$ cat src/rtl/conv_regs_pkg.sv
package conv_regs_pkg;

    localparam int DATA_W   = 8;
    localparam int CHAN_W   = 5;
    localparam int ADDR_W   = 2;
    localparam int NUM_REGS = 3;
    localparam int CTRL_W   = CHAN_W + 2;

    typedef logic [ADDR_W-1:0] addr_t;
    typedef logic [DATA_W-1:0] byte_t;
    typedef logic [CHAN_W-1:0] chan_t;

    // Register index doubles as bus offset
    localparam int IDX_CTRL = 0;
    localparam int IDX_RES  = 1;
    localparam int IDX_DIV  = 2;

    localparam addr_t OFS_CTRL = addr_t'(IDX_CTRL);
    localparam addr_t OFS_RES  = addr_t'(IDX_RES);
    localparam addr_t OFS_DIV  = addr_t'(IDX_DIV);

    localparam chan_t CHAN_OFF = '1;

    typedef struct packed {
        logic  ien;
        logic  spare;
        chan_t chan;
    } ctrl_t;

    localparam ctrl_t CTRL_RST = '{ien: 1'b0, spare: 1'b0, chan: CHAN_OFF};

    typedef struct packed {
        logic [NUM_REGS-1:0] rd_sel;
        logic [NUM_REGS-1:0] wr_sel;
    } strobe_t;

    function automatic logic ack_access(strobe_t s);
        return s.wr_sel[IDX_CTRL] | s.rd_sel[IDX_RES];
    endfunction

    function automatic logic starts_conv(ctrl_t c);
        return c.chan != CHAN_OFF;
    endfunction

endpackage

$ cat src/rtl/conv_bus_decode.sv
module conv_bus_decode
    import conv_regs_pkg::*;
(
    input  addr_t   addr,
    input  logic    rd,
    input  logic    wr,
    output strobe_t strb
);

    for (genvar i = 0; i < NUM_REGS; i++) begin : g_sel
        logic hit;
        assign hit              = (addr == addr_t'(i));
        assign strb.rd_sel[i]   = rd & hit;
        assign strb.wr_sel[i]   = wr & hit;
    end

endmodule

$ cat src/rtl/conv_hold_reg.sv
module conv_hold_reg #(
    parameter int              W       = 8,
    parameter logic [W-1:0]    RST_VAL = '0
) (
    input  logic         clk,
    input  logic         rst,
    input  logic         ld,
    input  logic [W-1:0] d,
    output logic [W-1:0] q
);

    always_ff @(posedge clk) begin
        if (rst) begin
            q <= RST_VAL;
        end else if (ld) begin
            q <= d;
        end
    end

endmodule

$ cat src/rtl/conv_status_unit.sv
module conv_status_unit
    import conv_regs_pkg::*;
(
    input  logic    clk,
    input  logic    rst,
    input  strobe_t strb,
    input  ctrl_t   wr_ctrl,
    input  logic    done,
    output ctrl_t   ctrl_q,
    output logic    flag_q,
    output logic    irq_q,
    output logic    start_q
);

    logic ack;
    logic ctrl_wr;
    logic done_poll;
    logic done_int;

    assign ack       = ack_access(strb);
    assign ctrl_wr   = strb.wr_sel[IDX_CTRL];
    assign done_poll = done & ~ctrl_q.ien;
    assign done_int  = done &  ctrl_q.ien;

    always_ff @(posedge clk) begin
        if (rst) begin
            ctrl_q  <= CTRL_RST;
            flag_q  <= 1'b0;
            irq_q   <= 1'b0;
            start_q <= 1'b0;
        end else begin
            start_q <= ctrl_wr & starts_conv(wr_ctrl);
            if (ctrl_wr) begin
                ctrl_q <= wr_ctrl;
            end
            // new completion has priority over an acknowledge
            if (done_poll) begin
                flag_q <= 1'b1;
            end else if (ack) begin
                flag_q <= 1'b0;
            end
            if (done_int) begin
                irq_q <= 1'b1;
            end else if (ack) begin
                irq_q <= 1'b0;
            end
        end
    end

endmodule

$ cat src/rtl/conv_ctrl_regs.sv
module conv_ctrl_regs
    import conv_regs_pkg::*;
(
    input  logic              clk,
    input  logic              rst,
    input  logic [ADDR_W-1:0] bus_addr,
    input  logic              bus_rd,
    input  logic              bus_wr,
    input  logic [DATA_W-1:0] bus_wdata,
    output logic [DATA_W-1:0] bus_rdata,
    input  logic              conv_done,
    input  logic [DATA_W-1:0] conv_result,
    output logic              irq,
    output logic [CHAN_W-1:0] chan_sel,
    output logic              conv_start,
    output logic [DATA_W-1:0] clk_div
);

    strobe_t strb;
    ctrl_t   ctrl_q;
    ctrl_t   wr_ctrl;
    logic    flag_q;
    logic    irq_q;
    logic    ien_q;
    byte_t   res_q;
    byte_t   div_q;
    byte_t   ctrl_view;

    conv_bus_decode u_dec (
        .addr (bus_addr),
        .rd   (bus_rd),
        .wr   (bus_wr),
        .strb (strb)
    );

    assign wr_ctrl = ctrl_t'(bus_wdata[CTRL_W-1:0]);

    conv_status_unit u_stat (
        .clk     (clk),
        .rst     (rst),
        .strb    (strb),
        .wr_ctrl (wr_ctrl),
        .done    (conv_done),
        .ctrl_q  (ctrl_q),
        .flag_q  (flag_q),
        .irq_q   (irq_q),
        .start_q (conv_start)
    );

    conv_hold_reg #(.W(DATA_W), .RST_VAL('0)) u_res (
        .clk (clk),
        .rst (rst),
        .ld  (conv_done),
        .d   (conv_result),
        .q   (res_q)
    );

    conv_hold_reg #(.W(DATA_W), .RST_VAL('0)) u_div (
        .clk (clk),
        .rst (rst),
        .ld  (strb.wr_sel[IDX_DIV]),
        .d   (bus_wdata),
        .q   (div_q)
    );

    assign ien_q     = ctrl_q.ien;
    assign ctrl_view = {flag_q & ~ien_q, ctrl_q};

    always_comb begin
        bus_rdata = '0;
        if (bus_rd) begin
            unique case (bus_addr)
                OFS_CTRL: bus_rdata = ctrl_view;
                OFS_RES:  bus_rdata = res_q;
                OFS_DIV:  bus_rdata = div_q;
                default:  bus_rdata = '0;
            endcase
        end
    end

    assign irq      = irq_q;
    assign chan_sel = ctrl_q.chan;
    assign clk_div  = div_q;

endmodule

$ cat config.mk
export PLATFORM = sky130hd
export DESIGN_NAME = conv_ctrl_regs
export DESIGN_NICKNAME = d
export VERILOG_FILES = /design/src/rtl/conv_regs_pkg.sv /design/src/rtl/conv_bus_decode.sv /design/src/rtl/conv_hold_reg.sv /design/src/rtl/conv_status_unit.sv /design/src/rtl/conv_ctrl_regs.sv
export SDC_FILE = /design/constraint.sdc
export NUM_CORES = 1
export LEC_CHECK = 0
export BUFFER_PORTS_ARGS = -buffer_cell sky130_fd_sc_hd__buf_4
export CAP_MARGIN = 20
export CORE_UTILIZATION = 48
export DETAILED_ROUTE_END_ITERATION = 8
export GPL_TIMING_DRIVEN = 0
export HOLD_SLACK_MARGIN = 0.05
export MAX_ROUTING_LAYER = met4
export PLACE_DENSITY = 0.78
export SETUP_SLACK_MARGIN = 0.05
export SLEW_MARGIN = 20
export SYNTH_ARGS = -nofsm -noshare
export SYNTH_HDL_FRONTEND = slang
export SYNTH_HIERARCHICAL = 1
export SYNTH_SLANG_ARGS = --single-unit
$ cat constraint.sdc
create_clock -name clk -period 1.4 [get_ports clk]
set_input_delay 0.07 -clock clk [delete_from_list [all_inputs] [get_ports clk]]
set_output_delay 0.07 -clock clk [all_outputs]
set_load 0.05 [all_outputs]
==> Yosys cells after proc, flatten, opt, wreduce, memory -nomap -nowiden <==
Cells that the tools add are included.
{ "op_classes": {"n_eq_ne": 3, "muxes": 5, "n_bitwise": 9, "n_reduce_logical": 3} }
{ "ops": {"columns": ["operator", "count"], "rows": [
  ["one-hot mux 8 bit (3 select lines)", 1],
  ["two-way mux 8 bit", 1],
  ["AND 1 bit", 7],
  ["inequality test 5 bit (second input constant)", 1],
  ["nonzero test 2 bit", 2],
  ["two-way mux 1 bit", 3],
  ["equality test 2 x 1 -> 1 bit (second input constant)", 1],
  ["equality test 2 bit (second input constant)", 1],
  ["logical NOT 2 bit", 1],
  ["NOT 1 bit", 1],
  ["OR 1 bit", 1]
]} }
{ "totals": {"regBits": 26, "in_bits": 23, "out_inout_bits": 23, "elab_cells": 28} }

==> Logic depth before layout (Yosys ltp) <==
Gate-level depths: netlist of the first run.
{ "logic_depth": {"ltp_word": 5, "mapped_depth": 5} }

==> Cells and area by module <==
The synthesis of the first run kept the hierarchy.
{ "modules_own_cells": {"columns": ["mod", "n_inst", "cells_each", "area_per_inst_um2", "seq_area_each_um2"], "rows": [
  ["conv_hold_reg", 2, 26, 285.3, 160.2],
  ["conv_status_unit", 1, 35, 370.4, 200.2],
  ["conv_ctrl_regs", 1, 36, 260.2, 0.0],
  ["conv_bus_decode", 1, 6, 50.0, 0.0]
]} }

==> Least setup slack after synthesis of the first run <==
OpenSTA, ideal clock, no wires.
{ "synth_timing": {"kind": "register to output", "startpoint": "reg u_div.q[0]", "endpoint": "out bus_rdata[0]", "t_arrival_ps": 1312, "slack_ps": 18, "path_stages_with_launch": 4, "path_buffers": 0, "path_cell_list": "dfxtp_1 mux2i_1 o21ai_1 and2_1"} }
{ "synth_via": {"elab_chain_cells": 2} }
{ "synth_rtl": {"columns": ["element", "line_no", "source"], "rows": [
  ["start: declaration", "conv_hold_reg.sv:9", "output logic [W-1:0] q"],
  ["start signal: assignment", "conv_hold_reg.sv:14", "q <= RST_VAL;"],
  ["start signal: assignment", "conv_hold_reg.sv:16", "q <= d;"],
  ["one-hot mux 8 bit (3 select lines)", "conv_ctrl_regs.sv:72", "unique case (bus_addr)"],
  ["two-way mux 8 bit", "conv_ctrl_regs.sv:71", "if (bus_rd) begin"],
  ["end: declaration", "conv_ctrl_regs.sv:10", "output logic [DATA_W-1:0] bus_rdata,"]
]} }
No other way between the ends.

==> Final worst setup path of the first run <==
{ "layout_timing": {"startpoint": "reg u_stat/ctrl_q[6] (netlist name)", "endpoint": "out bus_rdata[7]"} }
{ "layout_via": {"elab_chain_cells": 4} }
{ "layout_rtl": {"columns": ["element", "line_no", "source"], "rows": [
  ["NOT 1 bit", "conv_ctrl_regs.sv:67", "assign ctrl_view = {flag_q & ~ien_q, ctrl_q};"],
  ["AND 1 bit", "conv_ctrl_regs.sv:67", null],
  ["one-hot mux 8 bit (3 select lines)", "conv_ctrl_regs.sv:72", null],
  ["two-way mux 8 bit", "conv_ctrl_regs.sv:71", null]
]} }
No other way between the ends.

==> results of run 1 <==
==> metrics by stage <==
stage	cell area [µm²]	hold slack (ps)	util, %	TNS, ps	setup WS [ps]
after floorplan	1240	174	-	0	147
after global placement	1600	280	69.1	-363	-96.0
after detailed placement	1600	303	69.1	-555	-118
after CTS	1960	66.8	84.7	-19.5	-19.5
after global routing	2020	105	87.0	-99.3	-38.8
final	2020	87.8	87.0	-15.1	-15.1
==> final timing paths <==
kind | to | startpoint
hold reg to reg | u_res/q[4]$_SDFFE_PP0P_ | u_res/q[4]$_SDFFE_PP0P_
hold / removal | u_res/q[6]$_SDFFE_PP0P_ | rst
setup reg to reg | u_stat/ctrl_q[2]$_SDFFE_PP1P_ | u_stat/ctrl_q[2]$_SDFFE_PP1P_
setup / recovery | bus_rdata[7] | u_stat/ctrl_q[6]$_SDFFE_PP0P_
==> layer usage <==
layer  part of all wire, %  routed length (µm)
met1                    41                1550
met2                    52                1950
met3                   4.7                 178
met4                   2.1                  80
met5                     0                   0
==> final cells by class <==
type	instances	area, µm²
Clock inverter	1	30.0
Fill cell	121	300
Sequential cell	26	537
Clock buffer	3	22.5
Buffer	9	68.8
Multi-Input combinational cell	89	656
Inverter	2	7.51
Timing Repair Buffer	74	662
Tap cell	28	35.0
==> repair_timing <==
item	4_1_cts	5_1_grt
buffers inserted	9	4
endpoints found under the hold margin	26	0
pin swaps	1	2
resized for setup	29	10
endpoints found under the setup margin	7	7
hold buffers	17	0
==> power by group <==
group | switching, mW | internal (mW) | total [mW] | leakage (nW)
clock network | 0.233 | 0.290 | 0.523 | 0.0279
logic | 0.241 | 0.225 | 0.466 | 0.674
registers | 0.0217 | 0.778 | 0.799 | 0.215
==> placed cells by master (no fill, tap or decap), drive strengths merged <==
| cell type | count |
|---|---|
| buf | 65 |
| dfxtp | 26 |
| mux2i | 25 |
| nor2 | 19 |
| dlygate4sd3 | 17 |
| o21ai | 8 |
| nand3b | 7 |
| and2 | 7 |
| nor2b | 5 |
| a211o | 5 |
| clkbuf | 4 |
| inv | 2 |
| and3b | 2 |
| or3b | 2 |
| a21oi | 2 |
| and3 | 2 |
| a221o | 1 |
| bufinv | 1 |
| nor3b | 1 |
| nand2b | 1 |
| nand2 | 1 |
| a311oi | 1 |
==> flip-flops by register name (all words and copies together) (netlist names) <==
signal and count:
u_stat/ctrl_q 7, u_stat/start_q 1, u_div/q 8, u_stat/flag_q 1, u_res/q 8, u_stat/irq_q 1
==> critical path, delay by kind of cell (launching register included) <==
kind | cells | cell delay [ps]
AOI/OAI and AO/OA | 1 | 290
buffers and inverters | 1 | 140
and+or+nand+nor | 2 | 200
DFF | 1 | 370
==> metrics, run 1 <==
clock-pin slew on the worst setup and hold paths approximately 150 ps; Final Hold Fails 0; layout cell share with drive strength beyond 1 44.1%; # port buffers 44; Critical Path, Cell by Cell nor2_2 -> a221o_1 -> and3_4 -> buf_8; Tcrit/Tclk final 101%; setup ws final -15.1 ps; Initial Util 52.9%; maximum vdd drop a little under 800 µV; Post-Layout Cell Count approximately 230; Die Ht approximately 53 µm; H-Tree Depth 1; met2 usage between 50% and 60%; All-Layer GR Usage 29.1%; Area Growth Syn to Fin 64.6%; final WL between 3000 and 4000 µm; initial antenna violation count 0; Hold Crit Depth 2; slew margin rel. a little over two fifths; largest net degree at the start of global routing 16; Final ANT Viol Nets 0; Worst Reg-to-Reg Cells 3; FP Rows 17; GRT Max-Usage Layer met2; Final min period approximately 1400 ps; vias post-DR 1264; HP Class input pin to flip-flop; drt initial violations 39; Worst EP required ~1300 ps; CTS Buffer Depth 2; failing checks negative setup slack; CTS tree built; Power, Total 1.79 mW; CTS buffer count 3; MaxCap Viol Count 0; cells after synthesis 126; Post-Syn Area 1230 µm²; Worst setup SP type flip-flop; placer's final routability congestion estimate 0.733; leakage power approximately 0.9 nW; wire length of the first global-routing pass ~5500 µm; CP max stage cell dfxtp_2; clk sinks 26; Ant. Diodes 0; clk_lat worst skew 330 ps; CP Class flip-flop to primary output; CP arrival 1350 ps; met1 Use GR a little under a third; Final setup viols 1; nets 228; Avg WL per Cell about 16 µm; Avg Inst Size Synth between 9 and 10 µm²; Remaining Overflow, GRT 0; Worst Path Max Fanout 2; Post-route DRC 0; io pins 46; outcome complete, but fails checks; yosys warns 6; RSZ-0062 raised after global routing true; PwrDens just under 900 nW/µm²; syn nets around 150; number of global-route vias before repair ~1200; DRT Pass-1 Iters 5; Via density between 5 and 6; Setup Skew between 10 and 15 ps; clk root buf clkbuf_4; placed insts between 150 and 200; met3 usage 4.06%; critical path's largest stage delay around 370 ps; R2R Setup Slk about 460 ps; endpoint type of the worst setup path primary output; Worst-Margin Slew 848 ps; Core Region roughly 2300 µm²; Final Max Tran Viols 0; Die ar. 2760 µm²; die width 52.5 µm; FMAX 707 MHz; detailed-placement wirelength estimate 2140 µm
No activity file was read; power rests on OpenSTA's default activity.
==> inputs of run 2 (changes only) <==
--- a/config.mk
+++ b/config.mk
@@ -12,7 +12,7 @@
 export GPL_TIMING_DRIVEN = 0
 export HOLD_SLACK_MARGIN = 0.05
 export MAX_ROUTING_LAYER = met4
-export PLACE_DENSITY = 0.78
+export PLACE_DENSITY = 0.88
 export SETUP_SLACK_MARGIN = 0.05
 export SLEW_MARGIN = 20
 export SYNTH_ARGS = -nofsm -noshare
==> run 2 against run 1 <==
The flow still finishes with violations (negative setup slack). Clock skew decreased by 4.3 ps. Global-route usage decreased by 1.6 points. Die area unchanged. Combinational power decreased by 0.9%. Clock-buffer cell count unchanged. Sequential share of layout area increased by 0.61 points. Power increased by 0.13%. Critical path depth unchanged. Wire length increased by 2.4%. Largest cell class unchanged. Largest power group unchanged.
==> metrics, run 2 (synthesized netlist as in run 1, its figures left out) <==
CP arrival 1380 ps (+30 ps); slew margin rel. 52.6% (+9.2 points); All-Layer GR Usage 27.5% (-1.6 points); Post-route DRC 0 (unchanged); wire length of the first global-routing pass 5330 µm (-3.5%); outcome complete, but fails checks; layout cell share with drive strength beyond 1 43.0% (-1.1 points); HP Class input pin to flip-flop; io pins 46 (unchanged); MaxCap Viol Count 0 (unchanged); Power, Total 1.79 mW (+0.13%); Die ar. 2760 µm² (unchanged); detailed-placement wirelength estimate 2100 µm (-1.9%); clk root buf clkbuf_4; leakage power 0.892 nW (-2.6%); Final Hold Fails 0 (unchanged); PwrDens 904 nW/µm² (+2.0%); largest net degree at the start of global routing 16 (unchanged); die width 52.5 µm (unchanged); Final ANT Viol Nets 0 (unchanged); clk_lat worst skew 330 ps (about the same); Tcrit/Tclk final 103% (+2.2 points); Remaining Overflow, GRT 0 (unchanged); Initial Util 52.9% (unchanged); failing checks negative setup slack; Worst-Margin Slew 710 ps (-138 ps); CP Class flip-flop to primary output; CTS Buffer Depth 2 (unchanged); Worst setup SP type flip-flop; largest registers u_div/q: 8 flops, u_res/q: 8 flops, u_stat/ctrl_q: 7 flops; Avg WL per Cell 16.9 µm (+4.2%); Layout fillers 114 (-5.8%); Hold EP u_res/q[2]$_SDFFE_PP0P_; drt initial violations 33 (-15%); H-Tree Depth 1 (unchanged); Final min period 1450 ps (+30.1 ps); Area Growth Syn to Fin 61.6%; setup TNS -87.2 ps (-72.1 ps); Hold Startpoint rst; endpoint type of the worst setup path primary output; Critical Path Start u_div/q[1]$_SDFFE_PP0P_; placer's final routability congestion estimate 0.764 (+4.2%); CTS tree built; FF-to-FF Start u_stat/ctrl_q[2]$_SDFFE_PP1P_; FP Rows 17 (unchanged); vias post-DR 1245 (-1.5%); Worst EP required 1330 ps (about the same); commonest non-fill, non-tap cell in the layout buf_4; R2R Setup Slk 460 ps (about the same); Final Max Tran Viols 0 (unchanged); nets 224 (-1.8%); Via density 5.46 (+0.22%); initial antenna violation count 0 (unchanged); Worst Reg-to-Reg Cells 3 (unchanged); DRT Pass-1 Iters 4 (-1); maximum vdd drop 951 µV (+20%); clk sinks 26 (unchanged); RSZ-0062 raised after global routing true; final WL 3850 µm (+2.4%); setup ws final -45.2 ps (-30.1 ps); commonest cells after routing, fill and taps aside buf_4 (46), mux2i_1 (24), nor2_1 (18); Ant. Diodes 0 (unchanged); Core Region 2320 µm² (unchanged); CTS buffer count 3 (unchanged); # port buffers 44 (unchanged); Worst Path Max Fanout 2 (unchanged); FMAX 692 MHz (-2.1%); worst r2r dst u_stat/ctrl_q[2]$_SDFFE_PP1P_; Die Ht 52.5 µm (unchanged); clock-pin slew on the worst setup and hold paths 150 ps (about the same); Hold Crit Depth 2 (unchanged); Setup Skew 6.56 ps (-4.33 ps); number of global-route vias before repair 1175 (-4.9%); Final setup viols 2 (+1)
[run 2: changes by cell type in the layout (fill, tap and decap cells not counted), sizes merged]
| cell | change |
|---|---|
| buf | -4 |
[run 2: power breakdown]
| part | internal [mW] | switching (mW) | leakage [nW] |
|---|---|---|---|
| Sequential | 0.776 | 0.0224 | 0.215 |
| Clock | 0.290 | 0.240 | 0.0279 |
| Combinational | 0.219 | 0.243 | 0.649 |
[run 2: layout make-up]
type / count / area (µm²) / area share (%)
Buffer: 9 / 68.8 / 3.47
Clock buffer: 3 / 22.5 / 1.14
Tap cell: 28 / 35.0 / 1.77
Clock inverter: 1 / 30.0 / 1.52
Timing Repair Buffer: 70 / 624 / 31.5
Inverter: 2 / 7.51 / 0.379
Sequential cell: 26 / 539 / 27.2
Multi-Input combinational cell: 89 / 654 / 33.0
[run 2: timing repair]
item,CTS,global route
hold buffers,17,0
setup buffers,4,5
gates resized for setup,22,15
endpoints found under the hold margin,26,0
endpoints found under the setup margin,6,6
pin swaps,1,0
[run 2: per-layer routing]
metal	part of all wire (%)	vias up	global-route usage [%]	wire, µm
li1	-	587	-	-
met1	42	583	33.3	1630
met2	49	57	46.8	1880
met3	4.5	18	2.03	173
met4	4.5	0	11.4	173
met5	0	-	-	0
[run 2: critical path, stage by stage (launching register included)]
cell     delay [ps]
dfxtp_2         360
mux2i_2         210
o21ai_1         130
and2_4          190
buf_8           140
[run 2: worst max path at each step]
| stage | to | slack [ps] | cells past startpoint |
|---|---|---|---|
| 2_1_floorplan | bus_rdata[0] | 150 | 3 |
| 3_5_place_dp | u_stat/ctrl_q[0]$_SDFFE_PP1P_ | -60 | 5 |
| 5_1_grt | bus_rdata[7] | -80 | 4 |
| 3_3_place_gp | u_stat/ctrl_q[0]$_SDFFE_PP1P_ | -120 | 5 |
| 4_1_cts | bus_rdata[7] | -30 | 4 |
| 6_report | bus_rdata[1] | -50 | 4 |
[run 2: through the flow]
stage          util (%)  instances  area [µm²]  setup WS (ps)  hold slack, ps
2_1_floorplan         -        126        1240            147             174
3_3_place_gp       69.1        198        1600           -117             280
3_5_place_dp       69.1        198        1600          -64.8             282
4_1_cts            82.4        223        1910          -29.3            62.1
5_1_grt            85.5        228        1980          -82.4            92.6
6_report           85.5        228        1980          -45.2            73.8
